$ cat config.mk
export PLATFORM = sky130hd
export DESIGN_NAME = dram_strobe_seq
export DESIGN_NICKNAME = d
export VERILOG_FILES = /design/src/rtl/dram_seq_pkg.sv /design/src/rtl/dram_seq_decode.sv /design/src/rtl/dram_seq_counter.sv /design/src/rtl/dram_strobe_seq.sv
export SDC_FILE = /design/constraint.sdc
export NUM_CORES = 1
export LEC_CHECK = 0
export ABC_CLOCK_PERIOD_IN_PS = 3370
export BUFFER_PORTS_ARGS = -buffer_cell sky130_fd_sc_hd__clkbuf_2
export CAP_MARGIN = 30
export CORE_MARGIN = 5
export CORE_UTILIZATION = 56
export CTS_BUF_LIST = sky130_fd_sc_hd__clkbuf_4 sky130_fd_sc_hd__clkbuf_8 sky130_fd_sc_hd__clkbuf_16
export DETAILED_ROUTE_END_ITERATION = 16
export GPL_TIMING_DRIVEN = 0
export PLACE_DENSITY = 0.75
export SLEW_MARGIN = 20
export SYNTH_ARGS = -nofsm -noshare
export SYNTH_HDL_FRONTEND = slang
export SYNTH_HIERARCHICAL = 1
export SYNTH_SLANG_ARGS = --single-unit
$ cat constraint.sdc
create_clock -name clk -period 3.37 [get_ports clk]
set_clock_uncertainty 0.15 [all_clocks]
set_input_delay 0.674 -clock clk [delete_from_list [all_inputs] [get_ports clk]]
set_output_delay 0.674 -clock clk [all_outputs]
set_load 0.05 [all_outputs]
$ cat src/rtl/dram_seq_pkg.sv
package dram_seq_pkg;

    typedef enum logic [1:0] {
        REQ_SINGLE = 2'd0,
        REQ_PAGE   = 2'd1,
        REQ_CLOSE  = 2'd2,
        REQ_CBR    = 2'd3
    } req_kind_e;

    typedef enum logic [2:0] {
        S_IDLE,
        S_ROW,
        S_COL,
        S_CBR_CAS,
        S_CBR_BOTH,
        S_OPEN,
        S_PRECH
    } seq_state_e;

endpackage

$ cat src/rtl/dram_seq_decode.sv
module dram_seq_decode #(
    parameter int CNT_W      = 3,
    parameter int BASE_TICKS = 3,
    parameter int LONG_TICKS = 7
) (
    input  logic [1:0]       hold_code,
    input  logic [1:0]       prech_code,
    input  logic             shorten,
    output logic [CNT_W-1:0] hold_ticks,
    output logic [CNT_W-1:0] prech_ticks,
    output logic             reserved
);

    // Each code step adds one full system clock (two ticks).
    always_comb begin
        if (hold_code == 2'b11)
            hold_ticks = CNT_W'(LONG_TICKS);
        else
            hold_ticks = CNT_W'(BASE_TICKS + 2 * int'(hold_code) - int'(shorten));

        if (prech_code == 2'b11)
            prech_ticks = CNT_W'(LONG_TICKS);
        else
            prech_ticks = CNT_W'(BASE_TICKS + 2 * int'(prech_code));

        reserved = (hold_code == 2'b11) || (prech_code == 2'b11);
    end

endmodule

$ cat src/rtl/dram_seq_counter.sv
module dram_seq_counter #(
    parameter int W = 3
) (
    input  logic         clk,
    input  logic         rst_n,
    input  logic         load,
    input  logic [W-1:0] load_val,
    output logic         zero
);

    logic [W-1:0] cnt;

    always_ff @(posedge clk or negedge rst_n) begin
        if (!rst_n)
            cnt <= '0;
        else if (load)
            cnt <= load_val;
        else if (cnt != '0)
            cnt <= cnt - W'(1);
    end

    assign zero = (cnt == '0);

endmodule

$ cat src/rtl/dram_strobe_seq.sv
module dram_strobe_seq
    import dram_seq_pkg::*;
#(
    parameter int CNT_W       = 3,
    parameter int SETUP_TICKS = 2,
    parameter int LEAD_TICKS  = 1
) (
    input  logic       clk,
    input  logic       rst_n,
    input  logic       req,
    input  logic [1:0] req_kind,
    input  logic       edo_en,
    input  logic [1:0] ras_hold_code,
    input  logic [1:0] prech_code,
    output logic       ready,
    output logic       done,
    output logic       ras_n,
    output logic       cas_n,
    output logic       cfg_err
);

    localparam logic [CNT_W-1:0] ONE       = CNT_W'(1);
    localparam logic [CNT_W-1:0] SETUP_VAL = CNT_W'(SETUP_TICKS - 1);
    localparam logic [CNT_W-1:0] LEAD_VAL  = CNT_W'(LEAD_TICKS - 1);

    seq_state_e       state, next_state;
    req_kind_e        kind_live, kind_q;
    logic             accept, cnt_zero, cnt_load, shorten;
    logic [CNT_W-1:0] dec_hold, dec_prech, hold_q, prech_q, load_val, prech_src;

    assign kind_live = req_kind_e'(req_kind);
    assign shorten   = edo_en && (kind_live == REQ_PAGE);
    assign accept    = req && ready;

    dram_seq_decode #(.CNT_W(CNT_W)) i_decode (
        .hold_code   (ras_hold_code),
        .prech_code  (prech_code),
        .shorten     (shorten),
        .hold_ticks  (dec_hold),
        .prech_ticks (dec_prech),
        .reserved    (cfg_err)
    );

    dram_seq_counter #(.W(CNT_W)) i_counter (
        .clk      (clk),
        .rst_n    (rst_n),
        .load     (cnt_load),
        .load_val (load_val),
        .zero     (cnt_zero)
    );

    // Timing captured at acceptance
    always_ff @(posedge clk or negedge rst_n) begin
        if (!rst_n) begin
            kind_q  <= REQ_SINGLE;
            hold_q  <= '0;
            prech_q <= '0;
        end else if (accept) begin
            kind_q  <= kind_live;
            hold_q  <= dec_hold;
            prech_q <= dec_prech;
        end
    end

    // State register
    always_ff @(posedge clk or negedge rst_n) begin
        if (!rst_n)
            state <= S_IDLE;
        else
            state <= next_state;
    end

    // Transitions
    always_comb begin
        next_state = state;
        unique case (state)
            S_IDLE: begin
                if (req) begin
                    unique case (kind_live)
                        REQ_SINGLE, REQ_PAGE: next_state = S_ROW;
                        REQ_CLOSE:            next_state = S_PRECH;
                        REQ_CBR:              next_state = S_CBR_CAS;
                        default:              next_state = S_IDLE;
                    endcase
                end
            end
            S_OPEN:     if (req)      next_state = S_PRECH;
            S_ROW:      if (cnt_zero) next_state = S_COL;
            S_COL:      if (cnt_zero) next_state = (kind_q == REQ_PAGE) ? S_OPEN : S_PRECH;
            S_CBR_CAS:  if (cnt_zero) next_state = S_CBR_BOTH;
            S_CBR_BOTH: if (cnt_zero) next_state = S_PRECH;
            S_PRECH:    if (cnt_zero) next_state = S_IDLE;
            default:                  next_state = S_IDLE;
        endcase
    end

    // Counter reload on every state change
    assign prech_src = ready ? dec_prech : prech_q;
    assign cnt_load  = (next_state != state);

    always_comb begin
        unique case (next_state)
            S_ROW:              load_val = SETUP_VAL;
            S_COL, S_CBR_BOTH:  load_val = hold_q - ONE;
            S_CBR_CAS:          load_val = LEAD_VAL;
            S_PRECH:            load_val = prech_src - ONE;
            default:            load_val = '0;
        endcase
    end

    // Outputs
    always_comb begin
        ras_n = 1'b1;
        cas_n = 1'b1;
        ready = 1'b0;
        done  = 1'b0;
        unique case (state)
            S_IDLE:     ready = 1'b1;
            S_ROW:      ras_n = 1'b0;
            S_COL: begin
                ras_n = 1'b0;
                cas_n = 1'b0;
                done  = cnt_zero && (kind_q == REQ_PAGE);
            end
            S_CBR_CAS:  cas_n = 1'b0;
            S_CBR_BOTH: begin
                ras_n = 1'b0;
                cas_n = 1'b0;
            end
            S_OPEN: begin
                ras_n = 1'b0;
                ready = 1'b1;
            end
            S_PRECH:    done = cnt_zero;
            default:    ready = 1'b0;
        endcase
    end

endmodule

==> results of run 1 <==
==> flip-flops by register name, indices dropped and copies added (netlist names) <==
| register | count |
|---|---|
| hold_q | 3 |
| i_counter/cnt | 3 |
| kind_q | 2 |
| prech_q | 3 |
| state | 3 |
==> power by group <==
group          switching (W)  internal (W)
Combinational       0.000436      0.000379
Sequential         0.0000524      0.000249
Clock              0.0000601     0.0000659
==> worst max-delay path by stage <==
stage,start,endpoint,slack [ps],cells after the start
2_1_floorplan,state[0]$_DFF_PN0_,i_counter/cnt[2]$_DFFE_PN0P_,310,12
4_1_cts,i_counter/cnt[0]$_DFFE_PN0P_,i_counter/cnt[2]$_DFFE_PN0P_,200,17
5_1_grt,i_counter/cnt[0]$_DFFE_PN0P_,i_counter/cnt[2]$_DFFE_PN0P_,30,17
3_3_place_gp,i_counter/cnt[0]$_DFFE_PN0P_,i_counter/cnt[2]$_DFFE_PN0P_,280,17
6_report,i_counter/cnt[0]$_DFFE_PN0P_,i_counter/cnt[2]$_DFFE_PN0P_,280,17
3_5_place_dp,i_counter/cnt[0]$_DFFE_PN0P_,i_counter/cnt[2]$_DFFE_PN0P_,220,17
==> routing by layer <==
layer / share of wire, % / vias to the layer above
li1: - / 427
met1: 46 / 405
met2: 48 / 18
met3: 4.2 / 7
met5: 0 / -
met4: 2.1 / 0
==> layout by cell type (no fill, tap or decap), types with 4 or more instances in the layout <==
master and instances:
nor3b_1 4, clkbuf_2 14, inv_1 8, mux2_2 9, dfrtp_1 14, nor2_1 7
nand2b_1 5, a21oi_1 5
==> area by class of cell <==
cell class / instances / area (µm²)
multi-input combinational: 81 / 632
fill: 133 / 557
sequential: 14 / 350
timing repair buffer: 16 / 85.1
buffer: 5 / 57.6
clock buffer: 4 / 36.3
inverter: 9 / 33.8
tap: 25 / 31.3
==> cells by family after synthesis <==
| group | share of synthesized area (%) |
|---|---|
| AND/OR/NAND/NOR | 22.7 |
| AO/OA/AOI/OAI | 16.0 |
| flip-flops | 32.6 |
| buffers and inverters | 8.51 |
| multiplexers | 12.2 |
| XOR/XNOR | 4.08 |
| adder cells (fa/ha/maj) | 3.50 |
| other | 0.349 |
==> worst register-to-register path, delay by kind of cell (launching register included) <==
kind | cells | cell delay [ps]
xor gates and xnor gates | 1 | 150
adders and majority gates | 2 | 460
DFF | 1 | 380
muxes | 1 | 190
buffers and inverters | 3 | 280
and+or+nand+nor | 5 | 680
AOI/OAI and AO/OA | 5 | 720
==> repair_timing <==
item	in CTS	in global routing
hold buffers	0	0
endpoints found under the setup margin	0	1
resized for setup	0	0
setup buffers	0	2
==> metrics by stage <==
step / hold slack (ps) / utilization, % / cells
floorplan: 228 / - / 109
global placement: 337 / 65.9 / 148
finish: 117 / 68.8 / 154
global route: 150 / 68.8 / 154
CTS: 138 / 67.9 / 152
detailed placement: 349 / 65.9 / 148
==> impl_metrics.csv, run 1 <==
group,metric,value,unit
setup_path,cp.arrival,3160,ps
setup_path,cp-start-kind,"flip-flop",
power_and_ir_drop,p_leak,0.544,nW
drt,ant_nets,0,
cts,clkTransAtPathRegs,90,ps
floorplanning,io_pins,15,
drt,wire_per_inst,13.5,µm
cts,clock_latency,290,ps
yosys,avgSynthCellArea,9.85,µm²
floorplanning,die_w,53.8,µm
setup_path,r2r_end,"i_counter/cnt[2]$_DFFE_PN0P_",
drt,dr_total_vias,857,
sta,fmax,323,MHz
drt,drcViolationCount,0,
sta,min_period,3090,ps
place,place_area,1170,µm²
global_routing,met1_usage,23.2,%
setup_path,worstSetupEndpointType,"flip-flop",
yosys,ys_warn_count,6,
cts,cts_sinks,14,
yosys,synth-edff-count,0,
drt,drt-initial-drc-count,16,
setup_path,rr_startpoint,"i_counter/cnt[0]$_DFFE_PN0P_",
sta,setup_ws,275,ps
place,place_congestion,0.769,
cts,clock_path_buffers,2,
sta,relSlewSlack,55.2,%
yosys,synth_area_leaders,"dfrtp_1, mux2_2, ha_1, nand2b_1, mux2i_1",
run_status,status,"finished, final reports clean",
setup_path,cpLargestDelayFamily,"compound AO/OA/AOI/OAI gates",
sta,hold_viol,0,
drt,routed_wl,2080,µm
yosys,synth_cell_type_count,47,
sta,rsz0062_at_grt,"false",
sta,drv_slew,0,
power_and_ir_drop,power,0.00124,W
power_and_ir_drop,ir_worst_vdd,0.496,mV
yosys,synth_fp_nets,122,
floorplanning,initial_utilization,60.2,%
setup_path,rrSetupSlack,280,ps
yosys,yosysTopAreaCell,"dfrtp_1",
floorplanning,die_h,53.8,µm
place,portBuffers,14,
global_routing,antenna_found_initial,0,
yosys,synth-seq-cells,14,
setup_path,max_stage_delay,380,ps
yosys,synth.most_common_cell,"dfrtp_1",
yosys,netlist_top_cells_count,"dfrtp_1, mux2_2, inv_1, nor2_1",
setup_path,reg2reg_depth,17,
job,max_cap_viol_count,0,
place,dp_hpwl,1590,µm
drt,dr.pass1.iters,4,
cells_and_area,fin_nets,143,
sta,fin_setup_tns,0,ps
cells_and_area,area_growth,14.2,%
sta,min_period_over_period,91.8,%
drt,via_per_inst,5.56,
yosys,synthArstFlopShare,100,%
global_routing,grt_pass1_wl,3660,µm
global_routing,grt_pass1_vias,821,
yosys,synth_area,1070,µm²
floorplanning,core.rowCount,15,
global_routing,grtUsageMet2,26.6,%
setup_path,crit_slowest_cell,"dfrtp_1",
global_routing,grt_usage,17.7,%
yosys,syn_inst,109,
cts,cts_tree,"done",
cts,numCtsBuffers,3,
yosys,synthFlopType,"dfrtp_1",
global_routing,grt_start_max_net_pins,15,
cells_and_area,diodes,0,
setup_path,crit_fanout,9,
setup_path,cp_num_buf_inv,3,
setup_path,path_cells,"inv_1 > ha_1 > nand2b_1 > inv_1 > clkbuf_8 > a21oi_1 > a211oi_2 > o21ai_2 > and2_4 > mux2i_1 > ha_1 > xor2_1 > nand3_1 > nor3b_1 > a211o_1 > nor2b_1 > a31oi_1",
floorplanning,dieArea,2890,µm²
cells_and_area,drive_gt1_share,32.6,%
cts,h-tree-depth,1,
setup_path,worstSetupPathType,"reg2reg",
setup_path,cp.required,3440,ps
sta,worst_slew_pin_slew,665,ps
cells_and_area,fin_area,1230,µm²
global_routing,grtUsageMet3,4.71,%
power_and_ir_drop,cellPowerDensity,1010,nW/µm²
yosys,yosysSeqAreaShare,32.6,%
place,post-place-ws,224,ps
floorplanning,core,1780,µm²
cts,cts_root_buffer,"clkbuf_4",
hold_path,holdCritPathClass,"in2async",
sta,setup_viol,0,
global_routing,grt-busiest-layer,"met2",
yosys,post-synth-top-area-fraction,32.6,%
global_routing,overflow,0,
No activity file was read; power rests on OpenSTA's default activity.
==> inputs of run 2 (changes only) <==
Settings changed: CTS_CLUSTER_DIAMETER set to 60, PLACE_DENSITY 0.75 to 0.83.
==> run 2 against run 1 <==
Effect of this change: combinational power decreased by 3.6%; non-clock buffer count decreased by 2; clock power decreased by 27%; cell area decreased by 2.3%; critical path depth unchanged; setup slack got worse by 15 ps; flip-flop and latch count unchanged; via count decreased by 2.5%.
==> impl_metrics.csv, run 2 (synthesized netlist as in run 1, its figures left out) <==
group,metric,value,unit
run_status,status,"finished, final reports clean",
drt,ant_nets,0,
global_routing,grt_pass1_wl,3350,µm
cells_and_area,fillers,166,
place,portBuffers,14,
place,dp_hpwl,1570,µm
global_routing,grt_pass1_vias,818,
cells_and_area,final-seq-area,350,µm²
drt,drcViolationCount,0,
sta,setup_viol,0,
cts,cts_root_buffer,"clkbuf_4",
cells_and_area,drive_gt1_share,31.0,%
setup_path,r2r_end,"i_counter/cnt[2]$_DFFE_PN0P_",
floorplanning,initial_utilization,60.2,%
setup_path,cp-endpoint,"i_counter/cnt[2]$_DFFE_PN0P_",
sta,worst_slew_pin_slew,622,ps
place,placedCellCount,148,
setup_path,cp.arrival,3160,ps
cts,clkTransAtPathRegs,80,ps
setup_path,worstSetupEndpointType,"flip-flop",
setup_path,worstSetupPathType,"reg2reg",
power_and_ir_drop,pwr-share-comb,66.7,%
cts,clock_latency,270,ps
sta,fmax,322,MHz
cells_and_area,area_growth,11.5,%
cells_and_area,diodes,0,
power_and_ir_drop,ir_worst_vdd,0.518,mV
setup_path,rrSetupSlack,260,ps
power_and_ir_drop,power,0.00118,W
cts,cts-resized-gates,0,
sta,min_period_over_period,92.3,%
sta,rsz0062_at_grt,"false",
drt,dr.pass1.iters,4,
drt,dr_total_vias,836,
cts,clock_path_buffers,2,
setup_path,crit_fanout,9,
sta,fin_setup_tns,0,ps
drt,drt-initial-drc-count,15,
cts,post_cts_buffers,0,
setup_path,cp.required,3420,ps
setup_path,cp-start-kind,"flip-flop",
cts,hold_buffers,0,
cells_and_area,stdcell_count,151,
floorplanning,die_h,53.8,µm
sta,drv_slew,0,
sta,hold_viol,0,
global_routing,overflow,0,
sta,relSlewSlack,58.1,%
floorplanning,core.rowCount,15,
setup_path,reg2reg_depth,17,
sta,min_period,3110,ps
global_routing,antenna_found_initial,0,
cells_and_area,fin_util,67.2,%
floorplanning,io_pins,15,
drt,routed_wl,2000,µm
drt,via_per_inst,5.54,
job,max_cap_viol_count,0,
floorplanning,die_w,53.8,µm
cells_and_area,multi_input_area,632,µm²
power_and_ir_drop,p_seq_share,25.5,%
cts,cts_sinks,14,
power_and_ir_drop,clkPwrFrac,7.8,%
power_and_ir_drop,p_leak,0.527,nW
place,place_congestion,0.727,
global_routing,grt_start_max_net_pins,15,
cts,h-tree-depth,1,
global_routing,grt_usage,15.7,%
cts,numCtsBuffers,3,
drt,wire_per_inst,13.2,µm
floorplanning,dieArea,2890,µm²
power_and_ir_drop,switchingPower,0.000531,W
power_and_ir_drop,cellPowerDensity,984,nW/µm²
power_and_ir_drop,p_sw_share,45.0,%
cells_and_area,fin_nets,141,
hold_path,holdCritPathClass,"in2async",
cells_and_area,layout_common_cells,"dfrtp_1, clkbuf_2, mux2_2",
setup_path,crit_start,"i_counter/cnt[0]$_DFFE_PN0P_",
cts,cts_tree,"done",
power_and_ir_drop,p_int,0.000648,W
floorplanning,core,1780,µm²
setup_path,rr_startpoint,"i_counter/cnt[0]$_DFFE_PN0P_",
==> run 2: routing by layer <==
| metal | GRT usage [%] | share of wire [%] | up-vias | wire length, µm |
|---|---|---|---|---|
| li1 | - | - | 425 | - |
| met1 | 19.8 | 44 | 382 | 884 |
| met2 | 28.4 | 51 | 27 | 1020 |
| met3 | 1.66 | 4.2 | 2 | 84 |
| met4 | 3.83 | 0.60 | 0 | 12 |
| met5 | 0 | 0 | - | 0 |
==> run 2: how the worst min path moves through the flow <==
stage                           startpoint                            to
floorplan                            rst_n         hold_q[0]$_DFFE_PN0P_
global placement    prech_q[1]$_DFFE_PN0P_        prech_q[1]$_DFFE_PN0P_
detailed placement  prech_q[1]$_DFFE_PN0P_        prech_q[1]$_DFFE_PN0P_
CTS                                  rst_n  i_counter/cnt[2]$_DFFE_PN0P_
global route                         rst_n  i_counter/cnt[2]$_DFFE_PN0P_
finish                               rst_n  i_counter/cnt[0]$_DFFE_PN0P_
==> run 2: cell type report <==
class | count | share of cell area, %
tap | 25 | 2.61
sequential | 14 | 29.3
multi-input combinational | 81 | 52.8
timing repair buffer | 14 | 5.85
clock buffer | 3 | 1.88
buffer | 5 | 4.81
inverter | 9 | 2.82
==> run 2: power by group through the flow <==
| stage | Clock [W] | Combinational (W) | Sequential, W |
|---|---|---|---|
| after detailed placement | 0 | 0.000782 | 0.000303 |
| after global placement | 0 | 0.000758 | 0.000298 |
| after CTS | 0.0000938 | 0.000789 | 0.000300 |
| after floorplan | 0 | 0.000651 | 0.000289 |
| final | 0.0000916 | 0.000786 | 0.000300 |
| after global routing | 0.0000996 | 0.000859 | 0.000311 |
==> run 2: worst max-delay path: stages, from the launching register on <==
cell and delay (ps):
dfrtp_1 370, inv_1 70, ha_1 230, nand2b_1 130, inv_1 60, clkbuf_8 150, a21oi_1 150, a211oi_2 70
o21ai_2 260, and2_4 220, mux2i_1 180, ha_1 210, xor2_1 150, nand3_1 110, nor3b_1 200, a211o_1 140
nor2b_1 50, a31oi_1 120
==> run 2: through the flow <==
step	hold slack (ps)	area (µm²)	setup WS, ps
finish	145	1200	260
global route	164	1200	18.4
CTS	159	1200	209
detailed placement	347	1170	247
global placement	337	1170	326
floorplan	228	1070	308
==> inputs of run 3 (changes only) <==
==> constraint.sdc (replaced) <==
create_clock -name clk -period 3.37 [get_ports clk]
set_clock_uncertainty 0.15 [all_clocks]
set_input_delay 0.5055 -clock clk [delete_from_list [all_inputs] [get_ports clk]]
set_output_delay 0.5055 -clock clk [all_outputs]
set_load 0.05 [all_outputs]
==> run 3 against run 2 <==
Effect of this change: sequential share of layout area fell by 0.24 points; total power barely moved; core utilization rose by 0.56 points; die area did not move; wire length rose by 0.55%; largest cell class unchanged.
==> impl_metrics.csv, run 3 (synthesized netlist as in run 1, its figures left out) <==
group,metric,value,unit
cts,cts_root_buffer,"clkbuf_4",
drt,ant_nets,0,
setup_path,cp.arrival,3160,ps
cts,cts-resized-gates,0,
place,portBuffers,14,
hold_path,holdPathStages,2,
hold_path,whs_endpoint,"kind_q[0]$_DFFE_PN0P_",
global_routing,antenna_found_initial,0,
cells_and_area,diodes,0,
job,max_cap_viol_count,0,
drt,drcViolationCount,0,
floorplanning,die_h,53.8,µm
floorplanning,io_pins,15,
setup_path,r2r_end,"i_counter/cnt[2]$_DFFE_PN0P_",
cts,cts_sinks,14,
cells_and_area,fin_nets,142,
power_and_ir_drop,cellPowerDensity,977,nW/µm²
cts,cts_tree,"done",
floorplanning,die_w,53.8,µm
global_routing,grt_usage,15.7,%
place,place_area,1170,µm²
hold_path,holdCritPathClass,"in2reg",
drt,routed_wl,2010,µm
floorplanning,dieArea,2890,µm²
sta,fmax,322,MHz
global_routing,overflow,0,
setup_path,rrSetupSlack,260,ps
setup_path,worstSetupPathType,"reg2reg",
sta,drv_slew,0,
cells_and_area,layout_common_cells,"dfrtp_1, clkbuf_2, mux2_2",
drt,wire_per_inst,13.2,µm
drt,dr.pass1.iters,4,
place,dp_hpwl,1570,µm
floorplanning,initial_utilization,60.2,%
sta,fin_setup_tns,0,ps
cts,post_cts_buffers,0,
sta,min_period_over_period,92.3,%
setup_path,reg2reg_depth,17,
sta,rsz0062_at_grt,"false",
sta,fin_hold_ws,340,ps
global_routing,grt_pass1_wl,3350,µm
cts,h-tree-depth,1,
sta,setup_viol,0,
cts,numCtsBuffers,3,
cells_and_area,fin_area,1210,µm²
drt,via_per_inst,5.53,
cells_and_area,drive_gt1_share,30.7,%
sta,hold_viol,0,
power_and_ir_drop,ir_worst_vdd,0.518,mV
cts,clock_latency,270,ps
setup_path,crit_fanout,9,
setup_path,rr_startpoint,"i_counter/cnt[0]$_DFFE_PN0P_",
cts,clkTransAtPathRegs,80,ps
sta,min_period,3110,ps
global_routing,grt_start_max_net_pins,15,
cts,clock_path_buffers,2,
cells_and_area,area_growth,12.5,%
sta,worst_slew_pin_slew,622,ps
setup_path,cp.required,3420,ps
floorplanning,core.rowCount,15,
setup_path,worstSetupEndpointType,"flip-flop",
sta,relSlewSlack,58.1,%
global_routing,grt_pass1_vias,818,
place,place_congestion,0.727,
hold_path,hold_path_startpoint,"req_kind[0]",
power_and_ir_drop,p_leak,0.532,nW
run_status,status,"finished, final reports clean",
setup_path,cp-start-kind,"flip-flop",
floorplanning,core,1780,µm²
drt,dr_total_vias,840,
drt,drt-initial-drc-count,15,
[run 3: cell count changes in the layout (fill, tap and decap cells not counted)]
cell           before  now
dlygate4sd3_1       0    1
[run 3: power breakdown]
group	switching (W)	internal (W)	total [W]	leakage, nW
sequential	0.0000514	0.000249	0.000300	0.158
combinational	0.000429	0.000358	0.000787	0.359
clock	0.0000502	0.0000413	0.0000916	0.0138
total	0.000531	0.000649	0.00118	0.532
[run 3: repair_timing]
| action | CTS | global route |
|---|---|---|
| endpoints found under the setup margin | 0 | 1 |
| hold endpoints to repair | 14 | 0 |
| hold buffers | 1 | 0 |
[run 3: per-stage QoR]
step	instances	utilization, %	power (W)	setup slack, ps
after CTS	152	67.7	0.00118	209
after global routing	152	67.7	0.00127	18.4
after global placement	148	65.9	0.00106	326
final	152	67.7	0.00118	260
after detailed placement	148	65.9	0.00108	247
after floorplan	109	-	0.000940	308
[run 3: metal layers]
| metal | vias to the layer above | wire length (µm) | GRT usage [%] |
|---|---|---|---|
| met4 | 0 | 12 | 3.83 |
| li1 | 427 | - | - |
| met5 | - | 0 | 0 |
| met3 | 2 | 73 | 1.66 |
| met2 | 27 | 1030 | 28.4 |
| met1 | 384 | 897 | 19.8 |
[run 3: worst max path at each step]
stage / from / end / slack, ps / cells after the start
floorplan: state[0]$_DFF_PN0_ / i_counter/cnt[2]$_DFFE_PN0P_ / 310 / 12
global placement: i_counter/cnt[0]$_DFFE_PN0P_ / i_counter/cnt[2]$_DFFE_PN0P_ / 330 / 17
detailed placement: i_counter/cnt[0]$_DFFE_PN0P_ / i_counter/cnt[2]$_DFFE_PN0P_ / 250 / 17
CTS: i_counter/cnt[0]$_DFFE_PN0P_ / i_counter/cnt[2]$_DFFE_PN0P_ / 210 / 17
global route: i_counter/cnt[0]$_DFFE_PN0P_ / i_counter/cnt[2]$_DFFE_PN0P_ / 20 / 17
finish: i_counter/cnt[0]$_DFFE_PN0P_ / i_counter/cnt[2]$_DFFE_PN0P_ / 260 / 17
[run 3: cell type report]
class | count | area [µm²]
clock buffers | 3 | 22.5
fillers | 165 | 576
repair buffers | 15 | 80.1
well taps | 25 | 31.3
inverters | 9 | 33.8
flip-flops and latches | 14 | 350
multi-input cells | 81 | 632
plain buffers | 5 | 57.6
[run 3: worst max-delay path, cell delays in order, from the launching register on]
cell and delay (ps):
dfrtp_1 370, inv_1 70, ha_1 230, nand2b_1 130
inv_1 60, clkbuf_8 150, a21oi_1 150, a211oi_2 70
o21ai_2 260, and2_4 220, mux2i_1 180, ha_1 210
xor2_1 150, nand3_1 110, nor3b_1 200, a211o_1 140
nor2b_1 50, a31oi_1 120
